<file path="config.mk">
export PLATFORM = sky130hd
export DESIGN_NAME = ref_phase_keeper
export DESIGN_NICKNAME = d
export VERILOG_FILES = /design/src/rtl/rpk_pkg.sv /design/src/rtl/rpk_edge_det.sv /design/src/rtl/rpk_align_qual.sv /design/src/rtl/rpk_phase_meas.sv /design/src/rtl/rpk_delay_gen.sv /design/src/rtl/ref_phase_keeper.sv
export SDC_FILE = /design/constraint.sdc
export NUM_CORES = 1
export LEC_CHECK = 0
export BUFFER_PORTS_ARGS = -buffer_cell sky130_fd_sc_hd__buf_2
export CAP_MARGIN = 30
export CORE_MARGIN = 3
export CORE_UTILIZATION = 45
export CTS_CLUSTER_DIAMETER = 40
export DETAILED_ROUTE_END_ITERATION = 6
export PLACE_DENSITY = 0.62
export SYNTH_ARGS = -nofsm -noshare
export SYNTH_HDL_FRONTEND = slang
export SYNTH_HIERARCHICAL = 1
export SYNTH_SLANG_ARGS = --single-unit
</file>
<file path="constraint.sdc">
create_clock -name clk -period 5.25 [get_ports clk]
set_input_delay 0.525 -clock clk [delete_from_list [all_inputs] [get_ports clk]]
set_output_delay 0.525 -clock clk [all_outputs]
set_load 0.02 [all_outputs]
</file>
<file path="src/rtl/rpk_pkg.sv">
package rpk_pkg;
  typedef enum logic [1:0] {
    FREQ_T1  = 2'b00,
    FREQ_E1  = 2'b01,
    FREQ_RSV = 2'b10,
    FREQ_8K  = 2'b11
  } freq_code_e;
endpackage

</file>
<file path="src/rtl/rpk_edge_det.sv">
module rpk_edge_det #(
  parameter int NREF = 2
) (
  input  logic            clk,
  input  logic            rst,
  input  logic [NREF-1:0] ref_in,
  output logic [NREF-1:0] fall
);
  for (genvar i = 0; i < NREF; i++) begin : g_ref
    logic prev_q;
    always_ff @(posedge clk) begin
      if (rst) prev_q <= 1'b0;
      else     prev_q <= ref_in[i];
    end
    assign fall[i] = prev_q & ~ref_in[i];
  end
endmodule

</file>
<file path="src/rtl/rpk_align_qual.sv">
module rpk_align_qual #(
  parameter int MIN_LOW = 13
) (
  input  logic clk,
  input  logic rst,
  input  logic align_n,
  input  logic consume,
  output logic armed
);
  localparam int LW = $clog2(MIN_LOW + 1);

  logic [LW-1:0] lo_cnt;

  always_ff @(posedge clk) begin
    if (rst) begin
      lo_cnt <= '0;
      armed  <= 1'b0;
    end else begin
      if (align_n)                        lo_cnt <= '0;
      else if (lo_cnt != LW'(MIN_LOW))    lo_cnt <= lo_cnt + LW'(1);
      if (!align_n && lo_cnt == LW'(MIN_LOW - 1)) armed <= 1'b1;
      else if (consume)                           armed <= 1'b0;
    end
  end

  AST_ARM_NEEDS_LOW: assert property (@(posedge clk) disable iff (rst)
    $rose(armed) |-> $past(!align_n));
endmodule

</file>
<file path="src/rtl/rpk_phase_meas.sv">
module rpk_phase_meas #(
  parameter int CW = 6
) (
  input  logic          clk,
  input  logic          rst,
  input  logic [CW-1:0] per,
  input  logic          fire,
  input  logic          switch_req,
  input  logic          sel_req,
  input  logic          fall_pri,
  input  logic          fall_sec,
  input  logic          armed,
  input  logic          rsv,
  output logic          fall_sel,
  output logic [CW-1:0] load_ofs,
  output logic          consume
);
  logic          use_sec;
  logic          measuring;
  logic [CW-1:0] ph;
  logic [CW-1:0] offset;
  logic [CW-1:0] grid_ofs;

  assign fall_sel = use_sec ? fall_sec : fall_pri;
  assign consume  = fall_sel & armed;
  assign grid_ofs = per - CW'(1) - ph;

  always_comb begin
    if (armed)                 load_ofs = '0;
    else if (measuring && !rsv) load_ofs = grid_ofs;
    else                       load_ofs = offset;
  end

  always_ff @(posedge clk) begin
    if (rst) begin
      use_sec   <= 1'b0;
      measuring <= 1'b0;
      ph        <= '0;
      offset    <= '0;
    end else begin
      if (fire)                     ph <= '0;
      else if (ph >= per - CW'(1))  ph <= '0;
      else                          ph <= ph + CW'(1);

      if (fall_sel) offset <= load_ofs;

      if (switch_req) begin
        use_sec   <= sel_req;
        measuring <= 1'b1;
      end else if (fall_sel) begin
        measuring <= 1'b0;
      end
    end
  end

  AST_RSV_KEEP: assert property (@(posedge clk) disable iff (rst)
    (fall_sel && !armed && rsv) |=> $stable(offset));
  AST_ARM_ZERO: assert property (@(posedge clk) disable iff (rst)
    (fall_sel && armed) |=> (offset == '0));
  AST_OFS_BELOW_PER: assert property (@(posedge clk) disable iff (rst)
    (fall_sel && measuring && !armed && !rsv && !switch_req) |=> (offset < per));
endmodule

</file>
<file path="src/rtl/rpk_delay_gen.sv">
module rpk_delay_gen #(
  parameter int CW = 6
) (
  input  logic          clk,
  input  logic          rst,
  input  logic [CW-1:0] per,
  input  logic          fall_sel,
  input  logic [CW-1:0] load_ofs,
  output logic          fire,
  output logic          virt_edge,
  output logic          virt_ref
);
  logic          pend;
  logic [CW-1:0] cnt;
  logic [CW-1:0] lvl_cnt;

  always_comb begin
    if (fall_sel) fire = (load_ofs == '0);
    else          fire = pend && (cnt == CW'(1));
  end

  always_ff @(posedge clk) begin
    if (rst) begin
      pend      <= 1'b0;
      cnt       <= '0;
      lvl_cnt   <= '0;
      virt_edge <= 1'b0;
      virt_ref  <= 1'b1;
    end else begin
      if (fall_sel) begin
        pend <= (load_ofs != '0);
        cnt  <= load_ofs;
      end else if (pend) begin
        cnt <= cnt - CW'(1);
        if (cnt == CW'(1)) pend <= 1'b0;
      end

      virt_edge <= fire;

      if (fire) begin
        virt_ref <= 1'b0;
        lvl_cnt  <= per >> 1;
      end else if (!virt_ref) begin
        if (lvl_cnt <= CW'(1)) virt_ref <= 1'b1;
        else                   lvl_cnt  <= lvl_cnt - CW'(1);
      end
    end
  end

  AST_ZERO_PASS: assert property (@(posedge clk) disable iff (rst)
    (fall_sel && (load_ofs == '0)) |=> virt_edge);
  AST_STROBE_LOW: assert property (@(posedge clk) disable iff (rst)
    virt_edge |-> !virt_ref);
endmodule

</file>
<file path="src/rtl/ref_phase_keeper.sv">
module ref_phase_keeper
  import rpk_pkg::*;
#(
  parameter int PER_T1    = 12,
  parameter int PER_E1    = 16,
  parameter int PER_8K    = 40,
  parameter int ALIGN_MIN = 13
) (
  input  logic       clk,
  input  logic       rst,
  input  logic       ref_pri,
  input  logic       ref_sec,
  input  logic       sel_sec,
  input  logic       switch_pulse,
  input  logic [1:0] freq_code,
  input  logic       align_n,
  output logic       virt_ref,
  output logic       virt_edge,
  output logic       code_err
);
  localparam int PER_AB  = (PER_T1 > PER_E1) ? PER_T1 : PER_E1;
  localparam int PER_MAX = (PER_AB > PER_8K) ? PER_AB : PER_8K;
  localparam int CW      = $clog2(PER_MAX + 1);

  logic [1:0]    falls;
  logic [CW-1:0] per_q;
  logic [CW-1:0] per_pick;
  logic          rsv;
  logic          armed;
  logic          consume;
  logic          fall_sel;
  logic [CW-1:0] load_ofs;
  logic          fire;

  assign rsv = (freq_code == FREQ_RSV);

  always_comb begin
    case (freq_code)
      FREQ_E1: per_pick = CW'(PER_E1);
      FREQ_8K: per_pick = CW'(PER_8K);
      default: per_pick = CW'(PER_T1);
    endcase
  end

  always_ff @(posedge clk) begin
    if (rst) begin
      per_q    <= CW'(PER_T1);
      code_err <= 1'b0;
    end else begin
      if (!rsv) per_q    <= per_pick;
      else      code_err <= 1'b1;
    end
  end

  rpk_edge_det #(.NREF(2)) u_edge (
    .clk    (clk),
    .rst    (rst),
    .ref_in ({ref_sec, ref_pri}),
    .fall   (falls)
  );

  rpk_align_qual #(.MIN_LOW(ALIGN_MIN)) u_align (
    .clk     (clk),
    .rst     (rst),
    .align_n (align_n),
    .consume (consume),
    .armed   (armed)
  );

  rpk_phase_meas #(.CW(CW)) u_meas (
    .clk        (clk),
    .rst        (rst),
    .per        (per_q),
    .fire       (fire),
    .switch_req (switch_pulse),
    .sel_req    (sel_sec),
    .fall_pri   (falls[0]),
    .fall_sec   (falls[1]),
    .armed      (armed),
    .rsv        (rsv),
    .fall_sel   (fall_sel),
    .load_ofs   (load_ofs),
    .consume    (consume)
  );

  rpk_delay_gen #(.CW(CW)) u_dly (
    .clk       (clk),
    .rst       (rst),
    .per       (per_q),
    .fall_sel  (fall_sel),
    .load_ofs  (load_ofs),
    .fire      (fire),
    .virt_edge (virt_edge),
    .virt_ref  (virt_ref)
  );

  AST_ERR_STICKY: assert property (@(posedge clk) disable iff (rst)
    code_err |=> code_err);
  AST_PER_HOLD: assert property (@(posedge clk) disable iff (rst)
    rsv |=> $stable(per_q));
endmodule

</file>
==> out/metrics.csv, run 1 <==
stage,metric,value,unit
run_status,status,completed,
floorplanning,rows,25,
finish,syn2layout_area_growth,9.120,%
min_path,min-delay-start,ref_pri,
sta,min_period,3.515,ns
floorplanning,die_x,77.99,um
global_routing,grt_usage,15.93,%
yosys,synth_async_sr_flop_share,0,%
yosys,synth_most_common_cell,dfxtp_1,
clock_network,cts_buffers,5,
global_routing,grt_overflow,0,
sta,whs,0.4584,ns
sta,clock_skew,0.006029,ns
floorplanning,io_pins,12,
finish,instances_no_fill,352,
sta,setup_viol,0,
yosys,synth_seq_area_share,35.19,%
global_routing,first_global_vias,1681,
sta,slew_viol_final,0,
drt,first_pass_iters,4,
finish,final_core_util,52.15,%
sta,rsz0062_at_grt,no,
yosys,yosys.area.top_type,dfxtp_1,
clock_network,clkTransAtPathRegs,0.07,ns
worst_setup_path,start_kind,flop,
place,gp_congestion,0.8167,
min_path,hp-class,input port to flop,
yosys,synth-seq-cells,41,
worst_setup_path,reg2reg_depth,14,
floorplanning,initial_core_util,47.79,%
worst_setup_path,startpoint,per_q[2],
global_routing,grt_pass1_wl,7.707,mm
yosys,syn_area,0.002332,sq mm
clock_network,cts_tree,built,
min_path,hold-path-cell-count,2,
yosys,synth_area_per_cell,8.670,sq um
worst_setup_path,arrival,3.74,ns
finish,antenna_cells,0,
yosys,ys.flop_type,dfxtp_1,
clock_network,clk_latency,0.29,ns
sta,hold_viol,0,
finish,multi_input_area,0.001428,sq mm
worst_setup_path,worstReg2RegStart,per_q[2],
sta,slew-limit-headroom,53.74,%
clock_network,ctsRootBufferMaster,clkbuf_8,
floorplanning,dieHeight,77.99,um
global_routing,antenna_found_initial,0,
yosys,synth_edf_count,0,
sta,min_period_over_period,66.95,%
drt,finalWirelength,4.313,mm
sta,setup_tns,0,ns
yosys,yosys-top-cells-count,"dfxtp_1, nor2_1, a21oi_1",
worst_setup_path,path_max_fanout,6,
yosys,synth_top_family_by_area,simple AND/OR/NAND/NOR gates,
pwr,leakage,0.9387,nW
worst_setup_path,endpoint_kind,flop,
finish,regArea,820.8,sq um
drt,drc,0,
drt,viasPerCell,5.091,
job,maxCapViolCount,0,
drt,post_drt_wl_per_cell,12.25,um
pwr,peakVddDrop,0.1316,mV
yosys,ys_warn_count,6,
finish,filler_cell_count,488,
yosys,synthAdderAreaFrac,8.906,%
yosys,synthXorXnorAreaFrac,7.511,%
drt,ant_nets,0,
global_routing,grt_max_degree,41,
yosys,muxShareOfSynthArea,3.112,%
finish,drive_above_1_share,9.825,%
worst_setup_path,cp.required,5.47,ns
place,place_inst,345,
clock_network,cts_hold_repair.buffers,0,
place,hpwl,3.242,mm
yosys,ys_top_cells_by_area,"dfxtp_1, ha_1, nor2_1",
clock_network,cts.path.max_buffers,2,
yosys,synth_simple_gate_area_share,24.20,%
clock_network,cts.sinks,41,
floorplanning,core,0.004880,sq mm
drt,initialDrtViolationCount,108,
yosys,yosysUniqueCellTypes,51,
yosys,netlist.area_leader.share,35.19,%
sta,fmax,284.5,MHz
yosys,synthCells,269,
sta,worst_pin_slew,0.6938,ns
clock_network,ctsResizeCount,0,
pwr,power_density,262.8,mW/mm^2
finish,fin_nets,310,
worst_setup_path,critical_path_class,flop to flop,
clock_network,htreeDepth,2,
pwr,power.total,0.6689,mW
drt,vias,1792,
floorplanning,dieArea,0.006082,sq mm
yosys,synth_compound_area_share,16.52,%
place,port_buffers,11,
clock_network,postCtsSetupBuffers,0,
-- sequential cells by signal (all words and copies together), names as in the netlist --
| signal | cells |
|---|---|
| code_err | 1 |
| per_q | 4 |
| u_align/armed | 1 |
| u_align/lo_cnt | 4 |
| u_dly/cnt | 6 |
| u_dly/lvl_cnt | 6 |
| u_dly/pend | 1 |
| u_dly/virt_edge | 1 |
| u_dly/virt_ref | 1 |
| u_edge/g_ref.prev_q | 2 |
| u_meas/measuring | 1 |
| u_meas/offset | 6 |
| u_meas/ph | 6 |
| u_meas/use_sec | 1 |
-- power by group --
group	total (mW)	switching [mW]	internal (mW)
combinational	0.123	0.0699	0.0535
clock	0.202	0.0979	0.104
sequential	0.343	0.0166	0.327
-- final timing paths --
check,slack (ns),endpoint
max,1.73,u_meas/ph[4]
min,0.46,u_edge/g_ref[0].prev_q
max reg2reg,1.73,u_meas/ph[4]
min reg2reg,0.47,u_meas/ph[0]
-- critical path, cell delays in order, from the launching register on --
cell	delay [ns]
dfxtp_1	0.37
nor3_1	0.32
xor2_1	0.14
ha_1	0.38
nand2_1	0.09
a211oi_1	0.26
or3_1	0.15
a21oi_1	0.08
nor2_1	0.16
nor2_1	0.09
and3_1	0.22
nor2_1	0.29
inv_1	0.11
or4_1	0.66
nor2_1	0.15
-- cell families after synthesis --
family	Yosys count
AO/OA/AOI/OAI	55
XOR/XNOR	20
adder cells (fa/ha/maj)	16
buffers and inverters	26
flip-flops	41
multiplexers	7
other	1
AND/OR/NAND/NOR	103
-- metal layers --
metal	up-vias	part of all wire (%)	track usage, %
met2	22	44	24.49
met5	-	0	0
met1	803	50	21.66
met4	0	1.6	5.769
li1	961	-	-
met3	6	3.5	3.828
-- cell type report --
| type | instances | share of cell area, % |
|---|---|---|
| tap | 67 | 3.294 |
| timing repair buffer | 11 | 2.163 |
| clock buffer | 7 | 3.392 |
| inverter | 19 | 2.802 |
| multi-input combinational | 207 | 56.10 |
| sequential | 41 | 32.25 |
-- layout by cell type, fill, tap and decap left out, drive strengths merged, types with 2 or more instances in the layout --
cell and instances:
dfxtp 41, ha 15, nor3 5, and3 4
or4 2, or3 2, nand3b 4, inv 17
a21oi 19, nand2b 8, nand4 3, nor2b 9
clkbuf 7, nand2 14, o21ai 5, a2111oi 2
conb 6, xor2 7, clkinv 2, nor4 2
a21o 2, mux2i 5, nor2 35, nand3 7
nor3b 3, o21bai 4, nor4b 3, mux2 2
a211oi 15, xnor2 13, buf 11
-- stage by stage --
step                      setup slack [ns]  area (sq um)
after detailed placement             1.770          2459
after CTS                            1.726          2545
after floorplan                      2.243          2351
after global routing                 1.363          2545
after global placement               1.849          2459
final                                1.735          2545
(Power assumes the default switching activity.)
==> run 2, diff against run 1 <==
ABC_AREA = 1   (was not set)
PLACE_DENSITY = 0.64   (was 0.62)
clock period = 2.9 ns   (was 5.25 ns; I/O delays follow)
==> out/metrics.csv, run 2 <==
stage,metric,value,unit,change
worst_setup_path,endpoint_kind,flop,,
global_routing,grt_max_degree,22,,-46%
pwr,power.total,1.258,mW,+88%
clock_network,cts_hold_repair.buffers,0,,unchanged
global_routing,first_global_vias,1991,,+18%
yosys,synth_area_per_cell,6.924,sq um,-20%
place,place_inst,440,,+28%
floorplanning,io_pins,12,,unchanged
finish,instances_no_fill,447,,+27%
finish,fin_nets,402,,+30%
drt,post_drt_wl_per_cell,10.33,um,-16%
clock_network,ctsResizeCount,0,,unchanged
clock_network,htreeDepth,2,,unchanged
yosys,yosysUniqueCellTypes,37,,-27%
yosys,synth-seq-cells,41,,unchanged
clock_network,cts_buffers,5,,unchanged
worst_setup_path,reg2reg_setup_slack,0.36,ns,-1.38 ns
yosys,synth_edf_count,0,,unchanged
worst_setup_path,cp.depth,18,,+4
yosys,synthCells,358,,+33%
yosys,synth_seq_area_share,33.11,%,-2.1 points
clock_network,ctsRootBufferMaster,clkbuf_8,,
clock_network,cts_tree,built,,
finish,drive_above_1_share,11.41,%,+1.6 points
sta,setup_viol,0,,unchanged
floorplanning,dieHeight,80.22,um,+2.9%
drt,initialDrtViolationCount,71,,-34%
pwr,power_density,466.7,mW/mm^2,+78%
drt,finalWirelength,4.617,mm,+7.0%
sta,fin_ws,0.3592,ns,-1.376 ns
finish,final_core_util,51.80,%,-0.35 points
floorplanning,core,0.005205,sq mm,+6.7%
sta,min_period_over_period,87.61,%,+21 points
place,port_buffers,11,,unchanged
place,gp_congestion,0.8667,,+6.1%
worst_setup_path,critical_path.slowest_cell,dfxtp_1,,
job,maxCapViolCount,0,,unchanged
worst_setup_path,critical_path_class,flop to flop,,
worst_setup_path,arrival,2.77,ns,-0.97 ns
sta,setup_tns,0,ns,unchanged
worst_setup_path,start_kind,flop,,
yosys,ys.flop_type,dfxtp_1,,
clock_network,cts.sinks,41,,unchanged
sta,fmax,393.6,MHz,+38%
min_path,hp-class,input port to flop,,
place,post-place-ws,0.3908,ns,-1.379 ns
global_routing,grt_pass1_wl,8.390,mm,+8.9%
global_routing,antenna_found_initial,0,,unchanged
drt,first_pass_iters,4,,unchanged
worst_setup_path,path_buf_inv,2,,+1
clock_network,clkTransAtPathRegs,0.07,ns,about the same
yosys,netlist.area_leader.share,33.11,%,-2.1 points
worst_setup_path,crit_end,u_dly/lvl_cnt[3],,
yosys,yosys-top-cells-count,"nand2_1, inv_1, nor2_1",,
worst_setup_path,cp.required,3.13,ns,-2.34 ns
drt,ant_nets,0,,unchanged
sta,rsz0062_at_grt,no,,
worst_setup_path,r2r_end,u_dly/lvl_cnt[3],,
finish,antenna_cells,0,,unchanged
drt,vias,2108,,+18%
yosys,syn_area,0.002479,sq mm,+6.3%
global_routing,grt_overflow,0,,unchanged
worst_setup_path,startpoint,per_q[3],,
finish,final_common_cell,nand2_1,,
drt,viasPerCell,4.716,,-7.4%
sta,clock_skew,0.006699,ns,+0.0006700 ns
clock_network,cts.path.max_buffers,2,,unchanged
sta,slew_viol_final,0,,unchanged
clock_network,clk_latency,0.29,ns,about the same
drt,drc,0,,unchanged
yosys,synth_async_sr_flop_share,0,%,unchanged
yosys,ys_top_cells_by_area,"dfxtp_1, nand2_1, inv_1",,
clock_network,postCtsSetupBuffers,0,,unchanged
worst_setup_path,crit_path_frequent_cell,nand2_1,,
run_status,status,completed,,
global_routing,grt_usage,16.46,%,+0.53 points
finish,final_cell_mix,"nand2_1, inv_1, nor2_1, dfxtp_1, nand3_1",,
worst_setup_path,critPathTopFamily,simple AND/OR/NAND/NOR gates,,
worst_setup_path,reg2reg_depth,18,,+4
worst_setup_path,worstReg2RegStart,per_q[3],,
pwr,peakVddDrop,0.3383,mV,+160%
floorplanning,initial_core_util,47.62,%,-0.17 points
yosys,ys_warn_count,6,,unchanged
floorplanning,rows,26,,+4.0%
sta,min_period,2.541,ns,-0.9743 ns
worst_setup_path,path_cells,"nor2_1, nand2_1, xnor2_1, ha_1, nand2_1, nor2_1, nand2_1, nand3_1, nand2_1, nand3_1, nand2_1, inv_1, inv_1, nand2_1, nor2_4, nor2_2, nand3_1, a21oi_2",,
place,hpwl,3.515,mm,+8.4%
worst_setup_path,path_max_fanout,11,,+5
pwr,leakage,1.294,nW,+38%
floorplanning,dieArea,0.006434,sq mm,+5.8%
worst_setup_path,critPathMaxStageDelay,0.37,ns,-0.29 ns
yosys,synth_most_common_cell,nand2_1,,
floorplanning,die_x,80.22,um,+2.9%
yosys,yosys.area.top_type,dfxtp_1,,
sta,hold_viol,0,,unchanged
finish,syn2layout_area_growth,8.784,%,
-- run 2: cell types whose count changed after synthesis, sizes merged, moves of 4 or more --
| cell | before | now |
|---|---|---|
| inv | 17 | 64 |
| nand2b | 8 | 0 |
| a211oi | 15 | 0 |
| nand3 | 7 | 23 |
| nand2 | 14 | 70 |
| nor2 | 35 | 58 |
| nor2b | 9 | 0 |
| xnor2 | 13 | 5 |
| and3 | 4 | 0 |
| o21ai | 5 | 21 |
| mux2i | 5 | 0 |
| nor3 | 5 | 9 |
-- run 2: where the power goes --
group          switching [mW]  internal, mW  total [mW]
Sequential             0.0255         0.594       0.619
Clock                   0.187         0.189       0.376
Combinational           0.164        0.0991       0.263
Total                   0.376         0.882        1.26
-- run 2: worst min-delay path by stage --
stage                   from                     end  slack (ns)  depth (start not counted)
finish               ref_sec  u_edge/g_ref[1].prev_q        0.21                          3
CTS                  ref_sec  u_edge/g_ref[1].prev_q        0.20                          3
floorplan                rst                code_err        0.36                          1
global placement    code_err                code_err        0.43                          2
global route         ref_sec  u_edge/g_ref[1].prev_q        0.21                          3
detailed placement  code_err                code_err        0.44                          2
-- run 2: tightest hold or removal path, delay by kind of cell --
| kind | cells | cell delay [ns] |
|---|---|---|
| buffers and inverters | 2 | 0.14 |
| and+or+nand+nor | 1 | 0.03 |
-- run 2: cells by family (layout without fill, tap and decap cells) --
group	Yosys count	in the layout	synth area share [%]
adder cells (fa/ha/maj)	16	16	8.380
flip-flops	41	41	33.11
buffers and inverters	69	84	11.56
XOR/XNOR	14	14	4.947
other	1	5	0.1513
AO/OA/AOI/OAI	48	48	10.80
AND/OR/NAND/NOR	169	169	31.05
-- run 2: cell type report --
| cell class | instances | area [sq um] |
|---|---|---|
| well taps | 70 | 87.58 |
| clock buffers | 7 | 86.33 |
| flip-flops and latches | 41 | 820.8 |
| multi-input cells | 252 | 1386 |
| repair buffers | 13 | 70.07 |
| inverters | 64 | 245.2 |
| fillers | 545 | 2509 |
-- run 2: layer usage --
layer	track usage, %	up-vias	wire length, um
met5	0	-	0
met4	7.095	0	97
met3	3.475	8	169
met2	26.82	33	1964
met1	20.86	919	2386
li1	-	1148	-
-- run 2: metrics by stage --
stage / area, sq um / hold slack, ns
6_report: 2696 / 0.2094
5_1_grt: 2696 / 0.2064
4_1_cts: 2696 / 0.2042
3_5_place_dp: 2610 / 0.4407
3_3_place_gp: 2610 / 0.4347
2_1_floorplan: 2494 / 0.3591
==> run 3, diff against run 2 <==
PLACE_DENSITY = not set   (was 0.64)
==> out/metrics.csv, run 3 (synthesis gave the netlist of run 2 again) <==
stage,metric,value,unit,change
clock_network,cts_tree,built,,
clock_network,ctsResizeCount,0,,unchanged
sta,clock_skew,0.005392,ns,-0.001307 ns
worst_setup_path,crit_path_frequent_cell,nand2_1,,
job,maxCapViolCount,0,,unchanged
worst_setup_path,reg2reg_depth,18,,unchanged
clock_network,postCtsSetupBuffers,0,,unchanged
clock_network,clkTransAtPathRegs,0.08,ns,about the same
finish,filler_cell_count,543,,-0.37%
worst_setup_path,cp.required,3.12,ns,about the same
floorplanning,dieArea,0.006434,sq mm,unchanged
worst_setup_path,critPathMaxStageDelay,0.36,ns,about the same
drt,drc,0,,unchanged
worst_setup_path,critical_path.slowest_cell,dfxtp_1,,
sta,setup_tns,0,ns,unchanged
worst_setup_path,endpoint_kind,flop,,
drt,ant_nets,0,,unchanged
pwr,peakVddDrop,0.2421,mV,-28%
floorplanning,rows,26,,unchanged
worst_setup_path,path_max_fanout,11,,unchanged
worst_setup_path,critPathTopFamily,simple AND/OR/NAND/NOR gates,,
sta,hold_viol,0,,unchanged
drt,vias,2106,,-0.095%
floorplanning,initial_core_util,47.62,%,unchanged
floorplanning,io_pins,12,,unchanged
finish,syn2layout_area_growth,8.632,%,
place,port_buffers,11,,unchanged
worst_setup_path,start_kind,flop,,
clock_network,ctsRootBufferMaster,clkbuf_8,,
finish,fin_area,0.002693,sq mm,-0.14%
sta,min_period_over_period,89.27,%,+1.7 points
place,gp_congestion,0.8405,,-3.0%
clock_network,cts_hold_repair.buffers,0,,unchanged
sta,setup_viol,0,,unchanged
worst_setup_path,path_cells,"nor2_1, nand2_1, xnor2_1, ha_1, nand2_1, nor2_1, nand2_1, nand3_1, nand2_1, nand3_1, nand2_1, inv_1, inv_1, nand2_1, nor2_4, nor2_2, nand3_1, a21oi_2",,
clock_network,cts_buffers,5,,unchanged
global_routing,grt_usage,15.88,%,-0.58 points
floorplanning,core,0.005205,sq mm,unchanged
drt,viasPerCell,4.701,,-0.32%
place,place_inst,440,,unchanged
sta,slew_viol_final,0,,unchanged
floorplanning,die_x,80.22,um,unchanged
place,hpwl,3.574,mm,+1.7%
sta,fmax,386.3,MHz,-1.9%
finish,drive_above_1_share,11.64,%,+0.23 points
sta,min_period,2.589,ns,+0.04796 ns
pwr,power_density,462.3,mW/mm^2,-0.93%
finish,final_common_cell,nand2_1,,
sta,rsz0062_at_grt,no,,
global_routing,first_global_vias,1911,,-4.0%
drt,first_pass_iters,6,,+2
drt,post_drt_wl_per_cell,10.54,um,+2.0%
clock_network,htreeDepth,2,,unchanged
pwr,leakage,1.295,nW,about the same
worst_setup_path,path_buf_inv,2,,unchanged
worst_setup_path,critical_path_class,flop to flop,,
worst_setup_path,cp.depth,18,,unchanged
global_routing,grt_pass1_wl,8.307,mm,-0.99%
place,place_area,0.002610,sq mm,unchanged
floorplanning,dieHeight,80.22,um,unchanged
finish,antenna_cells,0,,unchanged
worst_setup_path,arrival,2.81,ns,+0.04 ns
global_routing,antenna_found_initial,0,,unchanged
finish,instances_no_fill,448,,+0.22%
min_path,hp-class,input port to flop,,
run_status,status,completed,,
clock_network,cts.sinks,41,,unchanged
finish,fin_nets,402,,unchanged
global_routing,grt_overflow,0,,unchanged
global_routing,grt_max_degree,22,,unchanged
drt,initialDrtViolationCount,81,,+14%
clock_network,clk_latency,0.29,ns,about the same
drt,finalWirelength,4.720,mm,+2.2%
finish,multi_input_area,0.001386,sq mm,unchanged
finish,regArea,820.8,sq um,unchanged
min_path,hold-path-cell-count,3,,unchanged
clock_network,cts.path.max_buffers,2,,unchanged
finish,final_cell_mix,"nand2_1, inv_1, nor2_1, dfxtp_1, nand3_1",,
-- run 3: cell types whose count changed in the layout (fill, tap and decap cells not counted), sizes merged --
cell / before / now
clkinv: 0 / 2
clkbuf: 7 / 6
-- run 3: area by class of cell --
type | instances | share of cell area (%)
well taps | 70 | 3.253
multi-input cells | 252 | 51.49
inverters | 64 | 9.108
clock buffers | 6 | 2.695
repair buffers | 13 | 2.602
flip-flops and latches | 41 | 30.48
clock inverters | 2 | 0.3717
-- run 3: worst paths after layout --
check | start | endpoint | slack, ns
worst max-delay path | per_q[2] | u_dly/lvl_cnt[3] | 0.31
worst min-delay path | ref_sec | u_edge/g_ref[1].prev_q | 0.21
worst max register to register | per_q[2] | u_dly/lvl_cnt[3] | 0.31
worst min register to register | code_err | code_err | 0.45
-- run 3: worst min-delay path, delay by kind of cell --
| family | cells | cell delay (ns) |
|---|---|---|
| and+or+nand+nor | 1 | 0.03 |
| buffers and inverters | 2 | 0.14 |
-- run 3: power by group --
group	internal (mW)	switching [mW]	total, mW
logic	0.0984	0.164	0.263
registers	0.594	0.0258	0.619
clock network	0.167	0.196	0.363
-- run 3: through the flow --
| step | hold slack [ns] | setup slack, ns | total power, mW | utilization, % |
|---|---|---|---|---|
| finish | 0.2127 | 0.3113 | 1.245 | 51.73 |
| global route | 0.2173 | 0.02778 | 1.325 | 51.73 |
| CTS | 0.2040 | 0.2980 | 1.259 | 51.73 |
| detailed placement | 0.4460 | 0.3283 | 0.8921 | 50.14 |
| global placement | 0.4416 | 0.3537 | 0.8908 | 50.14 |
| floorplan | 0.3591 | 0.7137 | 0.8373 | - |
-- run 3: metal layers --
| metal | share of wire, % | global-route usage (%) | wire length, um |
|---|---|---|---|
| met1 | 52 | 20.60 | 2448 |
| met2 | 45 | 26.90 | 2139 |
| met3 | 2.3 | 3.027 | 107 |
| met4 | 0.53 | 4.054 | 25 |
| met5 | 0 | 0 | 0 |
